<file path="config.mk">
export PLATFORM = sky130hd
export DESIGN_NAME = selgate_ram_array
export DESIGN_NICKNAME = d
export VERILOG_FILES = /design/src/rtl/selgate_ram_pkg.sv /design/src/rtl/gated_bit_cell.sv /design/src/rtl/index_decoder.sv /design/src/rtl/or_combine.sv /design/src/rtl/selgate_ram_array.sv
export SDC_FILE = /design/constraint.sdc
export NUM_CORES = 1
export LEC_CHECK = 0
export ABC_AREA = 0
export BUFFER_PORTS_ARGS = -buffer_cell sky130_fd_sc_hd__buf_2
export CORE_ASPECT_RATIO = 1.2
export CORE_MARGIN = 5
export CORE_UTILIZATION = 60
export DETAILED_ROUTE_END_ITERATION = 6
export PLACE_DENSITY_LB_ADDON = 0.08
export SLEW_MARGIN = 40
export SYNTH_ARGS = -nofsm -noshare
export SYNTH_HDL_FRONTEND = slang
export SYNTH_SLANG_ARGS = --single-unit
</file>
<file path="constraint.sdc">
create_clock -name clk_i -period 2.79 [get_ports clk_i]
set_input_delay 0.1395 -clock clk_i [delete_from_list [all_inputs] [get_ports clk_i]]
set_output_delay 0.1395 -clock clk_i [all_outputs]
set_load 0.005 [all_outputs]
</file>
<file path="src/rtl/selgate_ram_pkg.sv">
package selgate_ram_pkg;
  function automatic int unsigned idx_width(input int unsigned n);
    return (n < 2) ? 1 : $clog2(n);
  endfunction
endpackage

</file>
<file path="src/rtl/gated_bit_cell.sv">
module gated_bit_cell (
  input  logic clk_i,
  input  logic rst_ni,
  input  logic sel_i,
  input  logic wr_i,
  input  logic d_i,
  output logic dout_o
);
  logic q_q, upd, nxt;

  assign upd    = sel_i & wr_i;
  assign nxt    = upd ? d_i : q_q;
  assign dout_o = sel_i & nxt;

  always_ff @(posedge clk_i or negedge rst_ni) begin
    if (!rst_ni) q_q <= 1'b0;
    else         q_q <= nxt;
  end

  p_cell_store_r5: assert property (@(posedge clk_i) disable iff (!rst_ni)
    (sel_i && wr_i) |=> (q_q == $past(d_i)));
  p_cell_hold_r6: assert property (@(posedge clk_i) disable iff (!rst_ni)
    !(sel_i && wr_i) |=> $stable(q_q));
  p_cell_desel_r2: assert property (@(posedge clk_i) disable iff (!rst_ni)
    !sel_i |-> (dout_o == 1'b0));
endmodule

</file>
<file path="src/rtl/index_decoder.sv">
module index_decoder #(
  parameter int unsigned N  = 8,
  parameter int unsigned AW = 3
) (
  input  logic          clk_i,
  input  logic          rst_ni,
  input  logic          en_i,
  input  logic [AW-1:0] idx_i,
  output logic [N-1:0]  hot_o
);
  for (genvar i = 0; i < N; i++) begin : g_line
    assign hot_o[i] = en_i && (idx_i == AW'(i));
  end

  p_dec_onehot_r7: assert property (@(posedge clk_i) disable iff (!rst_ni)
    (en_i && (int'(idx_i) < N)) |-> ($countones(hot_o) == 1));
  p_dec_off_r7: assert property (@(posedge clk_i) disable iff (!rst_ni)
    !en_i |-> (hot_o == '0));
endmodule

</file>
<file path="src/rtl/or_combine.sv">
module or_combine #(
  parameter int unsigned ROWS = 8,
  parameter int unsigned COLS = 8
) (
  input  logic [ROWS*COLS-1:0] bits_i,
  output logic                 any_o
);
  logic [ROWS-1:0] row_any;

  for (genvar r = 0; r < ROWS; r++) begin : g_row
    assign row_any[r] = |bits_i[r*COLS +: COLS];
  end

  assign any_o = |row_any;
endmodule

</file>
<file path="src/rtl/selgate_ram_array.sv">
module selgate_ram_array
  import selgate_ram_pkg::*;
#(
  parameter  int unsigned N  = 8,
  localparam int unsigned AW = idx_width(N)
) (
  input  logic          clk_i,
  input  logic          rst_ni,
  input  logic          en_i,
  input  logic          we_i,
  input  logic [AW-1:0] row_i,
  input  logic [AW-1:0] col_i,
  input  logic          wdata_i,
  output logic          rdata_o
);
  localparam int unsigned CELLS = N * N;

  logic [N-1:0]     row_hot, col_hot;
  logic [CELLS-1:0] sel, cell_out;

  index_decoder #(.N(N), .AW(AW)) u_row_dec (
    .clk_i(clk_i), .rst_ni(rst_ni), .en_i(en_i), .idx_i(row_i), .hot_o(row_hot)
  );
  index_decoder #(.N(N), .AW(AW)) u_col_dec (
    .clk_i(clk_i), .rst_ni(rst_ni), .en_i(1'b1), .idx_i(col_i), .hot_o(col_hot)
  );

  for (genvar r = 0; r < N; r++) begin : g_r
    for (genvar c = 0; c < N; c++) begin : g_c
      assign sel[r*N+c] = row_hot[r] & col_hot[c];
      gated_bit_cell u_cell (
        .clk_i (clk_i),
        .rst_ni(rst_ni),
        .sel_i (sel[r*N+c]),
        .wr_i  (we_i),
        .d_i   (wdata_i),
        .dout_o(cell_out[r*N+c])
      );
    end
  end

  or_combine #(.ROWS(N), .COLS(N)) u_or (.bits_i(cell_out), .any_o(rdata_o));

  p_sel_onehot_r7: assert property (@(posedge clk_i) disable iff (!rst_ni)
    $onehot0(sel));
  p_off_zero_r2: assert property (@(posedge clk_i) disable iff (!rst_ni)
    !en_i |-> (rdata_o == 1'b0));
  p_write_through_r4: assert property (@(posedge clk_i) disable iff (!rst_ni)
    (en_i && we_i) |-> (rdata_o == wdata_i));
endmodule

</file>
==> metrics.cfg <==
[run]
cap_violations=0

[worst_hold_path]
hp-class=input port to flop

[clock_tree]
clockRootBuffer=clkbuf_8
htreeDepth=3
clock-sinks=64
clk_pin_slew_worst_paths_ns=0.08
numCtsBuffers=9
cts_setup_buffers=0
clock_latency_ns=0.34
cts_tree=done
hold_buffers=0
clockBufferDepth=2
cts_resized=0

[pwr]
irDropWorstVdd_uv=388
power_density_nw_per_um2=466
finalPower_mw=2.07
leakage_nw=1.88

[floorplan]
start_util_pct=61.0
dieArea_um2=8700
rows=33
die_y_um=101
io_pins=12
fp.coreArea_um2=6810
die_x_um=86.0

[place]
place_inst=501
dp.final_hpwl_um=7630
pre_cts_ws_ns=0.218
portBuffers=11
gp_congestion=0.958
place_area_um2=4260

[timing]
setup_violations=0
clock_skew_ns=0
slew_headroom_pct=47.7
layout_setup_ws_ns=0.181
tns_ns=0
final-max-slew-violation-count=0
max_freq_ghz=0.383
whs_ns=0.371
rsz0062_at_grt=no
hold_viol_final=0
period_minus_slack_ns=2.61
worst_pin_slew_ns=0.782
period_share_pct=93.5

[synthesis]
synth_compound_area_share_pct=10.3
synth_edf_count=0
synth_top_family_by_area=simple AND/OR/NAND/NOR gates
synthCells=423
synth_xor_area_share_pct=0.211
yosys_warnings=0
syn_avg_cell_area_um2=9.82
netlist_area_um2=4160
synthMuxAreaShare_pct=20.3
ys_seq_area_share_pct=38.5
synth_cell_type_count=57
yosysTopAreaCell=dfrtp_1
async_reset_ff_share_pct=100
yosysMostFrequentCell=dfrtp_1
synthSimpleGateAreaFrac_pct=24.3
yosysTopAreaCellShare_pct=38.5
synth_commonest_cells=dfrtp_1, mux2_2, nand2_1
synthAdderAreaFrac_pct=0
synth_ff_type=dfrtp_1
synth_area_leaders=dfrtp_1, mux2_2, nand2_1
synth_nets=434
ys_ff_latch=64

[worst_setup_path]
cp-end-kind=primary output
crit_path_frequent_cell=buf_2
slowest_delay_ns=0.38
start_kind=input port
cp_max_fo=23
crit_family=simple AND/OR/NAND/NOR gates
path_buf_inv=3
required_ns=2.65
arrival_ns=2.47
crit_chain=buf_2 -> buf_4 -> nand3b_1 -> nor3_1 -> mux2_2 -> a22o_1 -> a22oi_1 -> o311ai_0 -> or3_1 -> buf_2
critical_path_class=input port to primary output
cpMaxStageDelayCell=mux2_2

[cells_and_area]
nFillCells=559
syn2layout_area_growth_pct=6.99
drive_gt1_share_pct=29.2
fin_nets=437
final_area_um2=4450
fin_util_pct=65.3
top_regs=g_r.g_c.u_cell.q_q x64
largest_register_ffs=64
final_cell_count_no_fill=518
insertedDiodeCount=0
top_register=g_r.g_c.u_cell.q_q

[routing]
drt_iter0_markers=361
via_per_inst=6.43
post_drt_wl_per_cell_um=21.1
vias=3329
drc=0
antenna_left=0
wl_um=10900
first_pass_iters=5

[global_route]
grt_pass1_wl_um=18300
grt_max_degree=65
grt.busiest_layer=met2
met3_usage_pct=6.02
antenna_found_initial=0
grt_usage_pct=27.3
grt_pass1_vias=3411
grt_util_met1_pct=35.5
overflow=0
use_met2_pct=43.0

[run_status]
run_status=completed

routing by layer:
metal	up-vias	share of wire [%]
met2	143	48
met5	-	0
li1	1536	-
met4	0	4.3
met1	1613	42
met3	37	5.8
placed cells by master, fill, tap and decap left out, types with 10 or more instances in the layout:
master,Yosys,final
buf_2,12,11
buf_4,8,21
dfrtp_1,64,64
mux2_2,61,61
nand2_1,53,53
nand3_1,23,23
nand3b_1,11,11
nor2_1,20,20
nor2b_1,14,14
nor3_1,10,10
o21ai_0,15,15
path summary, 6_finish.rpt:
kind / start / end / slack (ns) / depth (start not counted)
max reg2reg: g_r[1].g_c[0].u_cell.q_q / g_r[1].g_c[0].u_cell.q_q / 1.99 / 1
min: col_i[0] / g_r[4].g_c[0].u_cell.q_q / 0.37 / 4
max: col_i[1] / rdata_o / 0.18 / 10
min reg2reg: g_r[7].g_c[4].u_cell.q_q / g_r[7].g_c[4].u_cell.q_q / 0.50 / 1
min in group asynchronous: rst_ni / g_r[5].g_c[5].u_cell.q_q / 0.39 / 3
max in group asynchronous: rst_ni / g_r[1].g_c[5].u_cell.q_q / 1.97 / 3
logic make-up after synthesis:
family,count (synthesis)
buffers and inverters,48
and+or+nand+nor,177
xor gates and xnor gates,1
AOI/OAI and AO/OA,58
muxes,75
DFF,64
layout make-up:
class	instances	area [um2]	area share, %
multi-input combinational	311	2290	51.5
sequential	64	1600	36.0
timing repair buffer	35	254	5.71
clock buffer	9	124	2.79
tap	87	109	2.45
clock inverter	7	47.5	1.07
inverter	5	18.8	0.422
tightest hold or removal path: stages:
cell and delay [ns]:
buf_2 0.20, nor4b_2 0.10, nand2_1 0.08, mux2_2 0.16
power breakdown:
group	total [mW]	switching [mW]	internal [mW]
logic	0.316	0.185	0.131
registers	1.04	0.0338	1.00
clock network	0.718	0.397	0.322
total	2.07	0.616	1.45
No activity file was read; power rests on OpenSTA's default activity.
